### config.mk
export PLATFORM = sky130hd
export DESIGN_NAME = prbs_word_engine
export DESIGN_NICKNAME = d
export VERILOG_FILES = /design/src/rtl/prbs_chk_pkg.sv /design/src/rtl/prbs_word_engine.sv
export SDC_FILE = /design/constraint.sdc
export NUM_CORES = 1
export LEC_CHECK = 0
export BUFFER_PORTS_ARGS = -buffer_cell sky130_fd_sc_hd__buf_2
export CORE_UTILIZATION = 40
export DETAILED_ROUTE_END_ITERATION = 6
export PLACE_DENSITY_LB_ADDON = 0.25
export SYNTH_ARGS = -nofsm -noshare
export SYNTH_HDL_FRONTEND = slang
export SYNTH_SLANG_ARGS = --single-unit
### constraint.sdc
create_clock -name vclk -period 120.3
set_clock_uncertainty 0.05 [all_clocks]
set_input_delay 36.09 -clock vclk [all_inputs]
set_output_delay 36.09 -clock vclk [all_outputs]
set_load 0.005 [all_outputs]
### src/rtl/prbs_chk_pkg.sv
package prbs_chk_pkg;

    localparam int HIST_W = 31;

    typedef logic [HIST_W-1:0] hist_t;

    // Feedback taps: bit k of the mask selects the bit received k+1 bits ago.
    function automatic hist_t tap_mask(input logic [3:0] sel);
        hist_t m;
        m = '0;
        unique case (sel)
            4'b0001: begin m[6]  = 1'b1; m[5]  = 1'b1; end
            4'b0010: begin m[8]  = 1'b1; m[4]  = 1'b1; end
            4'b0100: begin m[22] = 1'b1; m[17] = 1'b1; end
            4'b1000: begin m[30] = 1'b1; m[27] = 1'b1; end
            default: m = '0;
        endcase
        return m;
    endfunction

endpackage

### src/rtl/prbs_word_engine.sv
module prbs_word_engine
    import prbs_chk_pkg::*;
#(
    parameter int DATA_W    = 16,
    parameter int LOCK_RUN  = 64,
    parameter int WIN_LEN   = 64,
    parameter int LOSS_ERRS = 8,
    localparam int GOOD_W   = $clog2(LOCK_RUN + 1),
    localparam int POS_W    = $clog2(WIN_LEN + 1),
    localparam int WE_W     = $clog2(LOSS_ERRS + 1),
    localparam int NERR_W   = $clog2(DATA_W + 1)
) (
    input  logic [DATA_W-1:0] data_i,
    input  hist_t             mask_i,
    input  hist_t             hist_i,
    input  logic              locked_i,
    input  logic [GOOD_W-1:0] good_i,
    input  logic [POS_W-1:0]  pos_i,
    input  logic [WE_W-1:0]   werr_i,
    output hist_t             hist_o,
    output logic              locked_o,
    output logic [GOOD_W-1:0] good_o,
    output logic [POS_W-1:0]  pos_o,
    output logic [WE_W-1:0]   werr_o,
    output logic [NERR_W-1:0] nerr_o
);

    // Bit-serial walk over the word, earliest bit first.
    always_comb begin
        hist_t             h;
        logic              lk;
        logic [GOOD_W-1:0] g;
        logic [POS_W-1:0]  wp;
        logic [WE_W-1:0]   we;
        logic [NERR_W-1:0] n;
        logic              pred;
        logic              miss;
        h  = hist_i;
        lk = locked_i;
        g  = good_i;
        wp = pos_i;
        we = werr_i;
        n  = '0;
        for (int i = 0; i < DATA_W; i++) begin
            pred = ^(h & mask_i);
            miss = data_i[i] ^ pred;
            if (!lk) begin
                // Seeding: the history follows the line.
                h = {h[HIST_W-2:0], data_i[i]};
                if (miss) begin
                    g = '0;
                end else if (g < GOOD_W'(LOCK_RUN)) begin
                    g = g + 1'b1;
                end
                if (g == GOOD_W'(LOCK_RUN)) begin
                    lk = 1'b1;
                    g  = '0;
                    wp = '0;
                    we = '0;
                end
            end else begin
                // Tracking: the history free-runs on its own prediction.
                h  = {h[HIST_W-2:0], pred};
                wp = wp + 1'b1;
                if (miss) begin
                    n  = n + 1'b1;
                    we = we + 1'b1;
                end
                if (we >= WE_W'(LOSS_ERRS)) begin
                    lk = 1'b0;
                    g  = '0;
                    wp = '0;
                    we = '0;
                end else if (wp == POS_W'(WIN_LEN)) begin
                    wp = '0;
                    we = '0;
                end
            end
        end
        hist_o   = h;
        locked_o = lk;
        good_o   = g;
        pos_o    = wp;
        werr_o   = we;
        nerr_o   = n;
    end

endmodule

# Word-level counts from Yosys, hierarchy flattened
# Cells that the tools add are included.
[totals] in_bits=97 elab_cells=527 out_inout_bits=55 romBits=0 latchBits=0 mem_bits_rw=0 register_bits=0 mem_count=0
[op_classes] n_shift=0 n_reduce_logical=16 bitwise=32 n_eq_ne=32 n_addsub=63 n_mul=0 div=0 n_mux=352 magnitude_cmp=32
[ops] operator="7-bit two-way mux" count=160
[ops] operator="31-bit bitwise AND" count=16
[ops] operator="31-bit parity" count=16
[ops] operator="4-bit two-way mux" count=96
[ops] operator="7-bit by 1-bit adder with 7-bit output (second input constant)" count=32
[ops] operator="7-bit equality test (second input constant)" count=32
[ops] operator="5-bit two-way mux" count=30
[ops] operator="7-bit less-than comparator (second input constant)" count=16
[ops] operator="5-bit by 1-bit adder with 5-bit output (second input constant)" count=15
[ops] operator="1-bit two-way mux" count=66
[ops] operator="4-bit by 1-bit adder with 4-bit output (second input constant)" count=16
[ops] operator="4-bit >= comparator (second input constant)" count=16
[ops] operator="1-bit XOR" count=16

# Logic depth before layout (Yosys ltp)
[logic_depth] word_depth=113 ltp_mapped=99 depth_no_buf=94

# Worst setup path after synthesis
# No wires, ideal clock.
[synth_timing] kind="input to output" startpoint="in hist_i[12]" endpoint="out pos_o[0]" cell_stages=89 arrival_ps=56206 n_path_buf=8 t_required_ps=84160 path_slack_ps=27954 cell_sequence="buf_4 -> nand2_1 -> xnor3_1 -> xnor3_1 -> xnor3_1 -> xnor3_4 -> xnor2_4 -> buf_2 -> o41a_1 -> a2111oi_2 -> o211ai_2 -> and2_1 -> clkbuf_1 -> buf_2 -> nand2_1 -> o21ai_0 -> ha_1 -> a21boi_1 -> [... 53 more ...] -> o41ai_4 -> nor2_1 -> a311o_1 -> and4_1 -> clkbuf_1 -> a2bb2oi_1 -> or3_1 -> or3_1 -> a211o_1 -> a221oi_4 -> buf_4 -> o2bb2ai_1 -> ha_1 -> o21ai_1 -> nor3b_1 -> a31o_1 -> or2_1 -> o22ai_1"
[synth_via] elab_chain_cells=113 elab_cells_between_ends=462 classes_between="add/sub (45); order compare (31); eq/ne (31); mux (307); bitwise (32); reduce/logical (16)"
[synth_rtl] item="from (decl)" line_no="prbs_word_engine.sv:15" rtl="input hist_t hist_i,"
[synth_rtl] item="31-bit bitwise AND" line_no="prbs_word_engine.sv:45" rtl="pred = ^(h & mask_i);"
[synth_rtl] item="31-bit parity" line_no="prbs_word_engine.sv:45"
[synth_rtl] item="1-bit XOR" line_no="prbs_word_engine.sv:46" rtl="miss = data_i[i] ^ pred;"
[synth_rtl] item="4-bit two-way mux or 7-bit two-way mux (tied branches)" line_no="prbs_word_engine.sv:65, prbs_word_engine.sv:50"
[synth_rtl] item="4-bit two-way mux or 7-bit two-way mux (tied branches)" line_no="prbs_word_engine.sv:47" rtl="if (!lk) begin"
[synth_rtl] item="4-bit >= comparator or 7-bit equality test (tied branches)" line_no="prbs_word_engine.sv:69, prbs_word_engine.sv:55"
[synth_rtl] item="7-bit two-way mux, on equally long branches" line_no="prbs_word_engine.sv:69, prbs_word_engine.sv:55"
[synth_rtl] item="7-bit two-way mux" line_no="prbs_word_engine.sv:47"
[synth_rtl] item="[... 97 more ...]"
[synth_rtl] item="7-bit two-way mux" line_no="prbs_word_engine.sv:47"
[synth_rtl] item="7-bit by 1-bit adder with 7-bit output or 7-bit less-than comparator (tied branches)" line_no="prbs_word_engine.sv:53, prbs_word_engine.sv:52"
[synth_rtl] item="7-bit two-way mux" line_no="prbs_word_engine.sv:52" rtl="end else if (g < GOOD_W'(LOCK_RUN)) begin"
[synth_rtl] item="7-bit two-way mux" line_no="prbs_word_engine.sv:50" rtl="if (miss) begin"
[synth_rtl] item="7-bit two-way mux" line_no="prbs_word_engine.sv:47"
[synth_rtl] item="7-bit equality test" line_no="prbs_word_engine.sv:55" rtl="if (g == GOOD_W'(LOCK_RUN)) begin"
[synth_rtl] item="7-bit two-way mux" line_no="prbs_word_engine.sv:55"
[synth_rtl] item="7-bit two-way mux *" line_no="prbs_word_engine.sv:47"
[synth_rtl] item="to (decl)" line_no="prbs_word_engine.sv:23" rtl="output logic [POS_W-1:0] pos_o,"
# Every way passes the cells marked *; elsewhere a longest branch is shown, timed or not. The select of a mux whose other input is x is not followed.

# Worst setup path in the final report
[layout_timing] startpoint="in mask_i[24]" endpoint="out pos_o[2]"
[layout_via] elab_chain_cells=113 elab_cells_between_ends=462 classes_between="add/sub (45); order compare (31); eq/ne (31); mux (307); bitwise (32); reduce/logical (16)"
[layout_rtl] item="from (decl)" line_no="prbs_word_engine.sv:14" rtl="input hist_t mask_i,"
[layout_rtl] item="31-bit bitwise AND" line_no="prbs_word_engine.sv:45"
[layout_rtl] item="31-bit parity" line_no="prbs_word_engine.sv:45"
[layout_rtl] item="1-bit XOR" line_no="prbs_word_engine.sv:46"
[layout_rtl] item="4-bit two-way mux or 7-bit two-way mux (tied branches)" line_no="prbs_word_engine.sv:65, prbs_word_engine.sv:50"
[layout_rtl] item="4-bit two-way mux or 7-bit two-way mux (tied branches)" line_no="prbs_word_engine.sv:47"
[layout_rtl] item="4-bit >= comparator or 7-bit equality test (tied branches)" line_no="prbs_word_engine.sv:69, prbs_word_engine.sv:55"
[layout_rtl] item="7-bit two-way mux, on equally long branches" line_no="prbs_word_engine.sv:69, prbs_word_engine.sv:55"
[layout_rtl] item="7-bit two-way mux" line_no="prbs_word_engine.sv:47"
[layout_rtl] item="[... 97 more ...]"
[layout_rtl] item="7-bit two-way mux" line_no="prbs_word_engine.sv:47"
[layout_rtl] item="7-bit by 1-bit adder with 7-bit output or 7-bit less-than comparator (tied branches)" line_no="prbs_word_engine.sv:53, prbs_word_engine.sv:52"
[layout_rtl] item="7-bit two-way mux" line_no="prbs_word_engine.sv:52"
[layout_rtl] item="7-bit two-way mux" line_no="prbs_word_engine.sv:50"
[layout_rtl] item="7-bit two-way mux" line_no="prbs_word_engine.sv:47"
[layout_rtl] item="7-bit equality test" line_no="prbs_word_engine.sv:55"
[layout_rtl] item="7-bit two-way mux" line_no="prbs_word_engine.sv:55"
[layout_rtl] item="7-bit two-way mux *" line_no="prbs_word_engine.sv:47"
# Marks and branches as above.

==> flow_summary.ini <==
[floorplan]
rows = 88
die_area_um2 = 59100
core_area_um2 = 57600
die_x_um = 243
design.portCount = 152
die_h_um = 243
start_util_pct = 40.4

[worst_setup_path]
required_ps = 84160
critPathArrivalTime_ps = 62550
cp-end-kind = primary output
cpPeakStageDelay_ps = 920
worst-setup-path-type = in2out
cp_slowest_cell = nor3_1
crit_path_start_kind = input port
critPathLaunch = mask_i[24]
path_common_cell = ha_1
critPathMaxFanout = 26

[worst_hold_path]
worstHoldStart = data_i[15]
min_to = hist_o[0]
hold_class = in2out
holdPathStages = 3

[layout]
layout_commonest_cell = nand2_1
nFillCells = 6189
seq_cells = 0
finish.net_count = 3683
syn_to_final_growth_pct = 4.14
drive_above_1_share_pct = 9.91
multi_input_area_um2 = 22000
regArea_um2 = 0
final_cells = 4289
layout_common_cells = nand2_1 (743), xnor2_1 (522), nor2_1 (218)
n_clock_buffer = 0

[detailed_routing]
antenna_left = 0
finalWirelength_mm = 86.4
first_pass_iters = 6
drc = 0
wl_per_cell_um = 20.2
via_per_inst = 6.20
num_vias = 26600
drt_iter0_drc = 2613

[timing]
fmax_ghz = 0.0101
min_period_ps = 98690
rsz0062_at_grt = false
tns_ps = 0
setup_viol = 0
slew_violations = 0
final_hold_viol_count = 0
period_share_pct = 82.0
relSlewSlack_pct = 24.4
finalHoldWorstSlack_ps = 72450
tightest_slew_ps = 1120

[clocking]
hold_buffers = 0
cts_resized = 0
post_cts_buffers = 0

[synth]
synthCells = 3557
ys_types = 134
synth_top_area_share_pct = 19.7
synth_warnings = 0
synthTopCellsByArea = xnor2_1 (20%), nand2_1 (12%), xor2_1 (5.1%)
ys_seq_area_share_pct = 0
synth_area_leader_cell = xnor2_1
synthesis.area_um2 = 23300
syn_nets = 3717
syn_area_per_cell_um2 = 6.54

[outcome]
run_status = finished, final reports clean

[placed_design]
numPortBuffers = 152
gp_congestion = 0.966
dpl.hpwl_mm = 67.1
dp_cells = 4286

[grt]
use_met2_pct = 44.6
grt-busiest-layer = met2
grt_remaining_overflow = 0
met3_usage_pct = 3.00
grt_pass1_vias = 24300
grtUsageTotal_pct = 27.9
grtUsageMet1_pct = 39.4
grt_pass1_wl_mm = 138
grt_max_degree = 28
grt_antenna_before_repair = 3

[run]
drv_cap = 0
==> worst max-delay path: cells and delay by family <==
| kind | cells | cell delay, ps |
|---|---|---|
| AO/OA/AOI/OAI | 40 | 13330 |
| buffers and inverters | 8 | 1060 |
| adder cells (fa/ha/maj) | 7 | 1730 |
| multiplexers | 1 | 410 |
| XOR/XNOR | 7 | 2730 |
| AND/OR/NAND/NOR | 23 | 7120 |
==> cells in the mapped netlist (all sizes together) (14+ instances only) <==
| cell | count |
|---|---|
| a2111oi | 15 |
| xnor2 | 526 |
| o32ai | 30 |
| a21oi | 145 |
| o21ai | 151 |
| mux2i | 29 |
| buf | 52 |
| clkbuf | 149 |
| inv | 94 |
| o2111ai | 15 |
| nand4 | 42 |
| xor2 | 139 |
| a32oi | 16 |
| a31o | 20 |
| and3 | 43 |
| a22oi | 22 |
| a211o | 15 |
| mux2 | 27 |
| or2 | 36 |
| ha | 63 |
| nor2b | 21 |
| nand3 | 100 |
| a41oi | 14 |
| a32o | 16 |
| o31a | 21 |
| a31oi | 40 |
| and2 | 64 |
| a211oi | 38 |
| or3 | 32 |
| o21a | 27 |
| nand2 | 743 |
| nor3 | 98 |
| a21o | 45 |
| o32a | 16 |
| o22a | 17 |
| nor4 | 32 |
| o221ai | 16 |
| nor3b | 14 |
| a221oi | 15 |
| nand2b | 24 |
| o22ai | 38 |
| nor2 | 219 |
| o211ai | 36 |
| a22o | 24 |
| o31ai | 35 |
==> cells by family after synthesis <==
kind of cell    after synthesis  synth area share (%)
simple gates               1524                  30.8
mux                          56                  2.69
fa+ha+maj                    63                  3.39
xor+xnor                    677                  26.5
compound gates              939                  31.2
buf+inv                     298                  5.30
==> cell type report <==
type	instances	area share [%]
multi-input cells	3259	91.0
well taps	765	3.95
repair buffers	165	3.54
inverters	97	1.50
diodes	3	0.0310
==> metrics by stage <==
step | setup WS (ps) | util [%] | cell area (µm²)
finish | 21610 | 42.1 | 24200
global route | 19460 | 42.1 | 24200
CTS | 22250 | 42.0 | 24200
detailed placement | 22330 | 42.0 | 24200
global placement | 22780 | 42.0 | 24200
floorplan | 27950 | - | 23300
==> how the worst max path moves through the flow <==
stage | end | slack, ps | cells after the start
global placement | werr_o[2] | 22780 | 86
global route | pos_o[2] | 19460 | 87
detailed placement | pos_o[2] | 22330 | 86
floorplan | pos_o[0] | 27950 | 89
CTS | pos_o[2] | 22250 | 86
finish | pos_o[2] | 21610 | 86
==> metal layers <==
layer | vias to the layer above | share of wire (%)
met5 | - | 0
met4 | 0 | 2.6
met3 | 152 | 8.1
met2 | 1164 | 44
met1 | 12500 | 45
li1 | 12800 | -
Power is left out: the tool's default activity adds up to more than one toggle a clock period on the data nets, which glitch-free logic cannot reach.
